==> src/rtl/rtc_xctl_pkg.sv <==
package rtc_xctl_pkg;
    localparam int REG_W   = 8;
    localparam int NFLAG   = 3;
    localparam int B_BAT   = 7;
    localparam int B_INC   = 6;
    localparam int B_BME   = 5;
    localparam int B_SPARE = 4;
    localparam int B_PWR   = 3;
    localparam int B_RF    = 2;
    localparam int B_WF    = 1;
    localparam int B_KF    = 0;
    localparam int F_KF    = 0;
    localparam int F_WF    = 1;
    localparam int F_RF    = 2;

    typedef enum logic [0:0] {
        INC_IDLE = 1'b0,
        INC_BUSY = 1'b1
    } inc_state_e;
endpackage

==> src/rtl/rtc_xctl_fall_sync.sv <==
module rtc_xctl_fall_sync #(
    parameter int STAGES = 2
) (
    input  logic clk,
    input  logic rst_n,
    input  logic pin_i,
    output logic fall_o
);
    localparam int LAST = STAGES;

    logic [LAST:0] sh_q;

    always_ff @(posedge clk or negedge rst_n) begin
        if (!rst_n) begin
            sh_q <= '1;
        end else begin
            sh_q <= {sh_q[LAST-1:0], pin_i};
        end
    end

    // Previous synchronised sample high, current one low.
    assign fall_o = sh_q[LAST] & ~sh_q[LAST-1];

    // an edge is a single-cycle event
    assert_fall_single_R10: assert property (@(posedge clk) disable iff (!rst_n)
        fall_o |=> !fall_o);
endmodule

==> src/rtl/rtc_xctl_incr_fsm.sv <==
module rtc_xctl_incr_fsm
    import rtc_xctl_pkg::*;
(
    input  logic clk,
    input  logic rst_n,
    input  logic warn_i,
    input  logic done_i,
    output logic busy_o
);
    inc_state_e state_q, state_d;

    always_comb begin
        state_d = state_q;
        unique case (state_q)
            INC_IDLE: if (warn_i) state_d = INC_BUSY;
            INC_BUSY: if (done_i) state_d = INC_IDLE;
            default:  state_d = INC_IDLE;
        endcase
    end

    always_ff @(posedge clk or negedge rst_n) begin
        if (!rst_n) state_q <= INC_IDLE;
        else        state_q <= state_d;
    end

    always_comb begin
        busy_o = (state_q == INC_BUSY);
    end

    assert_idle_hold_R4: assert property (@(posedge clk) disable iff (!rst_n)
        (!busy_o && !warn_i) |=> !busy_o);
    assert_busy_exit_R4: assert property (@(posedge clk) disable iff (!rst_n)
        (busy_o && done_i) |=> !busy_o);
    assert_busy_hold_R4: assert property (@(posedge clk) disable iff (!rst_n)
        (busy_o && !done_i) |=> busy_o);
endmodule

==> src/rtl/rtc_xctl_flag.sv <==
module rtc_xctl_flag (
    input  logic clk,
    input  logic rst_n,
    input  logic set_i,
    input  logic we_i,
    input  logic wbit_i,
    output logic q_o
);
    logic q;

    always_ff @(posedge clk or negedge rst_n) begin
        if (!rst_n)     q <= 1'b0;
        else if (set_i) q <= 1'b1;
        else if (we_i)  q <= wbit_i;
    end

    assign q_o = q;

    assert_set_wins_R11: assert property (@(posedge clk) disable iff (!rst_n)
        set_i |=> q_o);
    assert_clear_R9: assert property (@(posedge clk) disable iff (!rst_n)
        (we_i && !wbit_i && !set_i) |=> !q_o);
    assert_hold_R9: assert property (@(posedge clk) disable iff (!rst_n)
        (!we_i && !set_i) |=> $stable(q_o));
endmodule

==> src/rtl/rtc_xctl_reg.sv <==
module rtc_xctl_reg
    import rtc_xctl_pkg::*;
#(
    parameter int SYNC_STAGES = 2
) (
    input  logic             clk,
    input  logic             rst_n,
    input  logic             sel_i,
    input  logic             rd_i,
    input  logic             wr_i,
    input  logic [REG_W-1:0] wdata_i,
    output logic [REG_W-1:0] rdata_o,
    input  logic             bat_ok_i,
    input  logic             upd_warn_i,
    input  logic             upd_done_i,
    input  logic             wake_evt_i,
    input  logic             kick_evt_i,
    input  logic             ramclr_n_i,
    input  logic             ramclr_en_i,
    input  logic             rf_ie_i,
    input  logic             wf_ie_i,
    input  logic             kf_ie_i,
    output logic             burst_en_o,
    output logic             pwr_hiz_o,
    output logic             irq_o
);
    logic             we;
    logic             ramclr_fall;
    logic             incr_busy;
    logic [NFLAG-1:0] flag_set;
    logic [NFLAG-1:0] flag_wbit;
    logic [NFLAG-1:0] flag_q;
    logic [NFLAG-1:0] flag_ie;
    logic             pwr_force;
    logic             bme_q, spare_q, pwr_q;

    assign we = sel_i & wr_i;

    rtc_xctl_fall_sync #(.STAGES(SYNC_STAGES)) u_sync (
        .clk    (clk),
        .rst_n  (rst_n),
        .pin_i  (ramclr_n_i),
        .fall_o (ramclr_fall)
    );

    rtc_xctl_incr_fsm u_incr (
        .clk    (clk),
        .rst_n  (rst_n),
        .warn_i (upd_warn_i),
        .done_i (upd_done_i),
        .busy_o (incr_busy)
    );

    assign flag_set[F_KF]  = kick_evt_i;
    assign flag_set[F_WF]  = wake_evt_i;
    assign flag_set[F_RF]  = ramclr_fall & ramclr_en_i;
    assign flag_wbit       = wdata_i[B_RF:B_KF];
    assign flag_ie[F_KF]   = kf_ie_i;
    assign flag_ie[F_WF]   = wf_ie_i;
    assign flag_ie[F_RF]   = rf_ie_i;

    for (genvar g = 0; g < NFLAG; g++) begin : g_flag
        rtc_xctl_flag u_flag (
            .clk    (clk),
            .rst_n  (rst_n),
            .set_i  (flag_set[g]),
            .we_i   (we),
            .wbit_i (flag_wbit[g]),
            .q_o    (flag_q[g])
        );
    end

    assign pwr_force = (flag_q[F_WF] & wf_ie_i) | (flag_q[F_KF] & kf_ie_i);

    always_ff @(posedge clk or negedge rst_n) begin
        if (!rst_n) begin
            bme_q   <= 1'b0;
            spare_q <= 1'b0;
            pwr_q   <= 1'b1;
        end else begin
            if (we) begin
                bme_q   <= wdata_i[B_BME];
                spare_q <= wdata_i[B_SPARE];
            end
            if (pwr_force) pwr_q <= 1'b0;
            else if (we)   pwr_q <= wdata_i[B_PWR];
        end
    end

    assign burst_en_o = bme_q;
    assign pwr_hiz_o  = pwr_q;
    assign irq_o      = |(flag_q & flag_ie);
    assign rdata_o    = (sel_i && rd_i) ?
        {bat_ok_i, incr_busy, bme_q, spare_q, pwr_q, flag_q[F_RF], flag_q[F_WF], flag_q[F_KF]}
        : '0;

    assert_pwr_force_R8: assert property (@(posedge clk) disable iff (!rst_n)
        ((wake_evt_i && wf_ie_i && $stable(wf_ie_i)) ##1 wf_ie_i) |=> !pwr_hiz_o);
    assert_rf_gate_R10: assert property (@(posedge clk) disable iff (!rst_n)
        (!ramclr_en_i && !we && !rdata_o[B_RF] && !flag_q[F_RF]) |=> !flag_q[F_RF]);
    assert_bme_write_R5: assert property (@(posedge clk) disable iff (!rst_n)
        we |=> (burst_en_o == $past(wdata_i[B_BME])));
    assert_rdata_idle_R2: assert property (@(posedge clk) disable iff (!rst_n)
        !(sel_i && rd_i) |-> (rdata_o == '0));
endmodule

==> config.mk <==
export PLATFORM = sky130hd
export DESIGN_NAME = rtc_xctl_reg
export DESIGN_NICKNAME = d
export VERILOG_FILES = /design/src/rtl/rtc_xctl_pkg.sv /design/src/rtl/rtc_xctl_fall_sync.sv /design/src/rtl/rtc_xctl_incr_fsm.sv /design/src/rtl/rtc_xctl_flag.sv /design/src/rtl/rtc_xctl_reg.sv
export SDC_FILE = /design/constraint.sdc
export NUM_CORES = 1
export LEC_CHECK = 0
export ABC_AREA = 1
export BUFFER_PORTS_ARGS = -buffer_cell sky130_fd_sc_hd__buf_2
export CAP_MARGIN = 20
export CORE_MARGIN = 8
export CORE_UTILIZATION = 35
export CTS_CLUSTER_SIZE = 10
export DETAILED_ROUTE_END_ITERATION = 16
export GPL_TIMING_DRIVEN = 0
export PLACE_DENSITY = 0.7
export SYNTH_ARGS = -nofsm -noshare
export SYNTH_HDL_FRONTEND = slang
export SYNTH_HIERARCHICAL = 1
export SYNTH_SLANG_ARGS = --single-unit
==> constraint.sdc <==
create_clock -name clk -period 0.8 [get_ports clk]
set_input_delay 0.08 -clock clk [delete_from_list [all_inputs] [get_ports clk]]
set_output_delay 0.08 -clock clk [all_outputs]
set_load 0.01 [all_outputs]
# Word-level counts from Yosys, hierarchy flattened
# Cells that the tools add are included.
# op_classes
add_sub_neg,0
mul,0
n_div,0
magnitude_cmp,0
n_eq_ne,0
shifts,0
muxes,12
n_bitwise,9
n_reduce_logical,6
# ops
op,n
2-to-1 mux 1 bit,10
2-to-1 mux 8 bit,1
nonzero test 2 bit,4
AND 1 bit,5
AND 3 bit,1
OR reduction 3 bit,1
NOT 1 bit,2
case mux 1 bit (2 select lines),1
logical AND 1 bit,1
OR 1 bit,1
# totals
register_bits,10
latch_bits,0
mem_bits_rw,0
rom_bits,0
in_bits,23
output_inout_bits,11
elab_cells,35
memories,0

# Logic depth before layout (Yosys ltp)
# Gate-level depths: netlist of run 1.
# depth
ltp_word,4
depth_mapped,6
depth_no_buf,6

# By module
# Netlist of run 1, hierarchy kept.
# modules_own_cells
module,instances,cells_per_inst,area_per_inst_um2,seq_area_each_um2
rtc_xctl_reg,1,36,207.7,76.3
rtc_xctl_flag,3,6,52.6,25.0
rtc_xctl_fall_sync,1,5,88.8,78.8
rtc_xctl_incr_fsm,1,6,43.8,25.0

# Worst setup path after synthesis of run 1
# Ideal clock, no wire load.
# synth_path
kind,register to register
from,register u_sync.sh_q[1]
to,register g_flag[2].u_flag.q
setup_ns,0.120
t_arrival_ns,0.728
required_time_ns,0.680
slack_ns,-0.049
path_stages_with_launch,6
path_buffers,0
synth_period_minus_slack_ns,0.849
path_cell_list,dfstp_2 > nor2_2 > nand2_1 > inv_1 > inv_1 > nand3_2
# synth_via
elab_chain_cells,4
elab_cells_between_ends,5
classes_between,mux: 1; bitwise: 3; reduce/logical: 1
# synth_rtl
item,line,source
start: declaration,rtc_xctl_fall_sync.sv:11,logic [LAST:0] sh_q;
start signal: assignment,rtc_xctl_fall_sync.sv:17,"sh_q <= {sh_q[LAST-1:0], pin_i};"
NOT 1 bit *,rtc_xctl_fall_sync.sv:22,assign fall_o = sh_q[LAST] & ~sh_q[LAST-1];
AND 1 bit *,rtc_xctl_fall_sync.sv:22,
named net ramclr_fall,rtc_xctl_reg.sv:28,logic ramclr_fall;
AND 1 bit *,rtc_xctl_reg.sv:56,assign flag_set[F_RF] = ramclr_fall & ramclr_en_i;
named net flag_set[2],rtc_xctl_reg.sv:30,logic [NFLAG-1:0] flag_set;
2-to-1 mux 1 bit / nonzero test 2 bit (equally long branches),n/a,
end signal: assignment,rtc_xctl_flag.sv:14,else if (we_i) q <= wbit_i;
end: declaration,rtc_xctl_flag.sv:9,logic q;
# Mark *: on every way through the listed nets, which the timed path passes. The rest lies on a longest branch.
# A chain may end at the register's enable or synchronous reset.

# Final worst setup path of run 1
# layout_path
from,register pwr_q (netlist: pwr_hiz_o)
to,output rdata_o[3]
# layout_via
elab_chain_cells,1
# layout_rtl
item,line,source
start: declaration,rtc_xctl_reg.sv:35,"logic bme_q, spare_q, pwr_q;"
start signal: assignment,rtc_xctl_reg.sv:86,else if (we) pwr_q <= wdata_i[B_PWR];
2-to-1 mux 8 bit,rtc_xctl_reg.sv:93,assign rdata_o = (sel_i && rd_i) ?
end: declaration,rtc_xctl_reg.sv:12,"output logic [REG_W-1:0] rdata_o,"
# No other way between the ends.

==> flow_summary.yaml, run 1 <==
run_status:
  status: "finished, violations left"
  violations: "negative hold slack, negative setup slack"
timing:
  finalSetupViolations: 14
  worst_pin_slew_ns: 0.2148
  tns_ns: -2.458
  max_slew_margin_pct: 85.68
  max_freq_mhz: 884.3
  fin_crit_sh_pct: 141.3
  fin_ws_ns: -0.3308
  fin_skew_ns: 0.005233
  report.final.hold_viol_count: 1
  fin_crit_ns: 1.131
  rsz0062_at_grt: "yes"
  hold-worst-slack_ns: -0.001099
  maxSlewViolCount: 0
clocking:
  numCtsBuffers: 3
  cts_tree: "built"
  clockBufferDepth: 2
  cts_sinks: 10
  clock_latency_ns: 0.27
  cts_root_buf: "clkbuf_4"
  clkTransAtPathRegs_ns: 0.07
  htree_levels: 1
worst_setup_path:
  critical_path_required_ns: 0.72
  reg2regPathDepth: 5
  critical_path_class: "reg2out"
  crit_path_end_kind: "primary output"
  timing.critical_path.cells: "inv_2 > nor2_2 > buf_2"
  worst_setup_path_start_kind: "register"
  critPathArrivalTime_ns: 1.05
  path_max_fanout: 2
  cp_slowest_stage_delay_ns: 0.54
  slowest_stage: "dfstp_2"
logic_synthesis:
  syn_nets: 88
  ys_seq_elements: 10
  syn_area_per_cell_um2: 7.661
  synth_cells: 65
  yosysSeqAreaShare_pct: 51.26
  synth_cell_types: 11
  syn_area_um2: 498.0
  yosys_warnings: 6
power:
  power_uw: 1382
  p_switching_uw: 370.3
  combPwrFrac_pct: 24.3
  power_switching_share_pct: 26.79
  seq_power_share_pct: 42.5
  p_leak_uw: 0.0005102
  p_per_area_mw_per_mm2: 1642
  internal_power_uw: 1012
  ir_worst_vdd_mv: 0.6964
  power.clock.fraction_pct: 33.2
routing:
  ant_nets: 0
  wl_per_cell_um: 11.39
  dr.first_iter.drc_count: 4
  drc: 0
  wirelength_um: 1469
  vias_per_cell: 4.171
  via_count: 538
  drtPass1Iterations: 4
min_path:
  hold_class: "in2reg"
  holdPathStages: 3
die:
  core_mm2: 0.001318
  dieWidth_um: 53.72
  die_area_mm2: 0.002886
  ioPinCount: 34
  initial_utilization_pct: 37.80
  rows: 13
  die_h_um: 53.72
global_route:
  antenna_found_initial: 0
  globalRoute.totalOverflow: 0
  grt_pass1_vias: 545
  track_usage_pct: 10.13
  grt_start_max_net_pins: 11
  grt_pass1_wl_um: 2132
placed_design:
  post-place-ws_ns: -0.06010
  portBuffers: 31
  dpl.hpwl_um: 1055
  place_congestion: 0.7606
run:
  cap_violations: 0
final_layout:
  layout.nets: 138
  num_antenna_cells: 0
  syn2layout_area_growth_pct: 69.10
  fillCellCount: 110
  final_util_pct: 63.91
  drive_gt1_share_pct: 60.53
sequential cells by signal, summed over array words and instances (netlist names):
name,flops
pwr_hiz_o,1
u_sync/sh_q,3
g_flag.u_flag/q_o,3
spare_q,1
burst_en_o,1
u_incr/busy_o,1
power by group through the flow:
stage	combinational, uW	clock, uW	sequential (uW)
after detailed placement	234	0	599
final	335	459	588
after CTS	300	469	587
after global routing	374	490	592
after floorplan	119	0	596
after global placement	226	0	597
metrics by stage:
step	cell area, um2	std cells
final	842.1	129
after global routing	842.1	129
after CTS	798.3	125
after detailed placement	674.4	111
after global placement	674.4	111
after floorplan	500.5	65
worst max-delay path, delay by kind of cell (launching register included):
| family | cells | cell delay (ns) |
|---|---|---|
| flops | 1 | 0.54 |
| simple gates | 1 | 0.07 |
| buf+inv | 2 | 0.17 |
area by class of cell:
| class | count | area, um2 | share of cell area (%) |
|---|---|---|---|
| tap | 15 | 18.77 | 2.229 |
| inverter | 19 | 71.32 | 8.470 |
| timing repair buffer | 45 | 271.5 | 32.24 |
| clock buffer | 4 | 36.28 | 4.309 |
| sequential | 10 | 255.2 | 30.31 |
| multi-input combinational | 36 | 188.9 | 22.44 |
path summary, 6_finish.rpt:
kind	slack (ns)	start	to
min reg2reg	0.36	u_sync/sh_q[0]$_DFF_PN1_	u_sync/sh_q[1]$_DFF_PN1_
min	-0.001	kick_evt_i	g_flag[0].u_flag/q_o$_DFFE_PN0P_
max reg2reg	-0.17	pwr_hiz_o$_DFFE_PN1P_	pwr_hiz_o$_DFFE_PN1P_
max	-0.33	pwr_hiz_o$_DFFE_PN1P_	rdata_o[3]
min in group asynchronous	0.19	rst_n	g_flag[0].u_flag/q_o$_DFFE_PN0P_
max in group asynchronous	0.35	rst_n	u_sync/sh_q[2]$_DFF_PN1_
layer usage:
layer / vias to the layer above / GRT usage (%) / share of wire (%)
met3: 3 / 4.132 / 9.5
met5: - / 0 / 0
met2: 23 / 15.44 / 48
li1: 281 / - / -
met4: 0 / 7.563 / 2.0
met1: 231 / 11.06 / 40
what timing repair did:
item | 4_1_cts | 5_1_grt
cloned | 0 | 0
endpoints found under the hold margin | 11 | 0
pin swaps | 8 | 6
setup endpoints to repair | 12 | 13
buffers inserted | 8 | 4
resized for setup | 2 | 5
hold buffers | 2 | 0
cell usage after synthesis:
cell type,n,area share (%)
dfrtp_1,6,30
nor2_1,10,7.5
nand2_1,14,11
inv_2,1,0.75
o21ai_0,2,2.0
nand2_2,4,5.0
nand3_1,2,2.0
nor2_2,1,1.3
dfstp_2,4,21
inv_1,18,14
nand3_2,3,6.0
placed cells by master, fill, tap and decap left out:
| cell type | count |
|---|---|
| dlygate4sd3_1 | 2 |
| clkbuf_4 | 3 |
| nand2_1 | 11 |
| nand3_1 | 1 |
| buf_4 | 12 |
| nand2_2 | 7 |
| nor2_2 | 3 |
| buf_2 | 30 |
| o21ai_0 | 2 |
| nand3_2 | 4 |
| inv_1 | 15 |
| buf_6 | 1 |
| nor2_1 | 8 |
| dfstp_2 | 4 |
| inv_2 | 4 |
| dfrtp_1 | 6 |
| clkbuf_8 | 1 |
cell families after synthesis:
group | Yosys count | synth area share (%)
AND/OR/NAND/NOR | 34 | 32.41
buffers and inverters | 19 | 14.32
flip-flops | 10 | 51.26
AO/OA/AOI/OAI | 2 | 2.010
(Power assumes the default switching activity.)
==> run 2: changes to the inputs <==
- BUFFER_PORTS_ARGS: -buffer_cell sky130_fd_sc_hd__buf_2 -> -buffer_cell sky130_fd_sc_hd__buf_4
==> flow_summary.yaml, run 2 (synthesis results as in run 1) <==
run_status:
  status: "finished, violations left"
  violations: "negative setup slack"
worst_setup_path:
  critPathArrivalTime_ns: 1.31
  r2r_end: "pwr_hiz_o$_DFFE_PN1P_"
  critical_path_class: "reg2reg"
  crit_path_end_kind: "register"
  critical_path_required_ns: 1.00
  path_max_fanout: 2
  reg2regPathDepth: 6
  ff2ff_setup_slack_ns: -0.31
  rr_startpoint: "pwr_hiz_o$_DFFE_PN1P_"
  worst_setup_path_start_kind: "register"
clocking:
  clockBufferDepth: 2
  cts_root_buf: "clkbuf_4"
  cts_tree: "built"
  clkTransAtPathRegs_ns: 0.07
  clock_latency_ns: 0.26
  htree_levels: 1
  cts_sinks: 10
  numCtsBuffers: 3
placed_design:
  portBuffers: 31
  dpl.hpwl_um: 1027
  dp.cells: 111
  place_congestion: 0.7127
routing:
  wl_per_cell_um: 12.67
  drtPass1Iterations: 4
  vias_per_cell: 4.305
  wirelength_um: 1622
  dr.first_iter.drc_count: 5
  ant_nets: 0
  via_count: 551
  drc: 0
power:
  p_leak_uw: 0.0005329
  power_uw: 1449
  p_per_area_mw_per_mm2: 1526
  ir_worst_vdd_mv: 1.176
global_route:
  top_usage_layer: "met2"
  globalRoute.totalOverflow: 0
  grt_pass1_vias: 580
  grt_start_max_net_pins: 11
  track_usage_pct: 11.72
  globalRouteMet3Util_pct: 5.785
  grt_pass1_wl_um: 2442
  met2_usage_pct: 19.69
  antenna_found_initial: 0
  gr-usage-met1_pct: 10.69
final_layout:
  num_antenna_cells: 0
  final_cells: 128
  multiInputGateArea_um2: 203.9
  seq_area_um2: 255.2
  layout.nets: 137
  layout_commonest_cell: "buf_4"
  drive_gt1_share_pct: 62.83
  mostFrequentLayoutCells: "buf_4 (34), inv_1 (12), nand2_1 (10)"
  syn2layout_area_growth_pct: 90.70
  fillCellCount: 100
die:
  rows: 13
  ioPinCount: 34
  die_h_um: 53.72
  die_area_mm2: 0.002886
  initial_utilization_pct: 37.80
  dieWidth_um: 53.72
  core_mm2: 0.001318
timing:
  fin_ws_ns: -0.3118
  maxSlewViolCount: 0
  fin_crit_sh_pct: 139.0
  fin_skew_ns: 0.002466
  finalSetupViolations: 13
  report.final.hold_viol_count: 0
  max_freq_mhz: 899.5
  tns_ns: -2.529
  worst_pin_slew_ns: 0.2033
  rsz0062_at_grt: "yes"
  fin_crit_ns: 1.112
  max_slew_margin_pct: 86.40
min_path:
  holdPathStages: 3
  hold_class: "in2reg"
  min_from: "kick_evt_i"
  holdPathEnd: "g_flag[0].u_flag/q_o$_DFFE_PN0P_"
run:
  cap_violations: 0
==> run 2: worst max path at each step <==
| stage | start | end | slack (ns) | cells after the start |
|---|---|---|---|---|
| floorplan | u_sync/sh_q[2]$_DFF_PN1_ | g_flag[2].u_flag/q_o$_DFFE_PN0P_ | -0.03 | 6 |
| global placement | u_sync/sh_q[2]$_DFF_PN1_ | g_flag[2].u_flag/q_o$_DFFE_PN0P_ | -0.05 | 6 |
| detailed placement | u_sync/sh_q[2]$_DFF_PN1_ | g_flag[2].u_flag/q_o$_DFFE_PN0P_ | -0.06 | 6 |
| CTS | pwr_hiz_o$_DFFE_PN1P_ | rdata_o[3] | -0.32 | 3 |
| global route | pwr_hiz_o$_DFFE_PN1P_ | rdata_o[3] | -0.34 | 3 |
| finish | pwr_hiz_o$_DFFE_PN1P_ | pwr_hiz_o$_DFFE_PN1P_ | -0.31 | 6 |
==> run 2: critical path: stages (launching register included) <==
cell,delay [ns]
dfstp_2,0.54
inv_2,0.05
buf_4,0.12
buf_6,0.11
nand2_4,0.05
nand3_2,0.06
nor2_1,0.12
==> run 2: power breakdown <==
part | internal (uW) | leakage, uW | switching (uW) | total [uW]
combinational | 236 | 0.000402 | 171 | 408
sequential | 559 | 0.000109 | 31.8 | 591
clock | 276 | 0.0000210 | 174 | 451
==> run 2: area by class of cell <==
cell class              instances  share of cell area [%]
inverters                      19                   7.510
clock buffers                   4                   3.821
repair buffers                 44                   38.34
well taps                      15                   1.976
multi-input cells              36                   21.48
flip-flops and latches         10                   26.88
==> run 2: through the flow <==
stage	instance area, um2	utilization [%]	setup WS (ns)	hold slack (ns)
after global placement	752.0	57.07	-0.04999	-0.08443
after CTS	892.1	67.71	-0.3155	0.001360
final	949.7	72.08	-0.3118	0.006763
after detailed placement	752.0	57.07	-0.05725	-0.08185
after global routing	949.7	72.08	-0.3415	0.0004224
after floorplan	500.5	-	-0.02966	-0.2156
==> run 2: per-layer routing <==
layer	share of wire, %	up-vias
met5	0	-
li1	-	280
met2	52	24
met1	33	241
met3	12	6
met4	3.8	0
==> run 2: repair_timing <==
action	in CTS	in global routing
endpoints found under the setup margin	12	14
pin swaps	6	6
resized for setup	4	16
hold buffers	3	0
buffers inserted	8	3
hold endpoints to repair	12	0
cloned	0	0
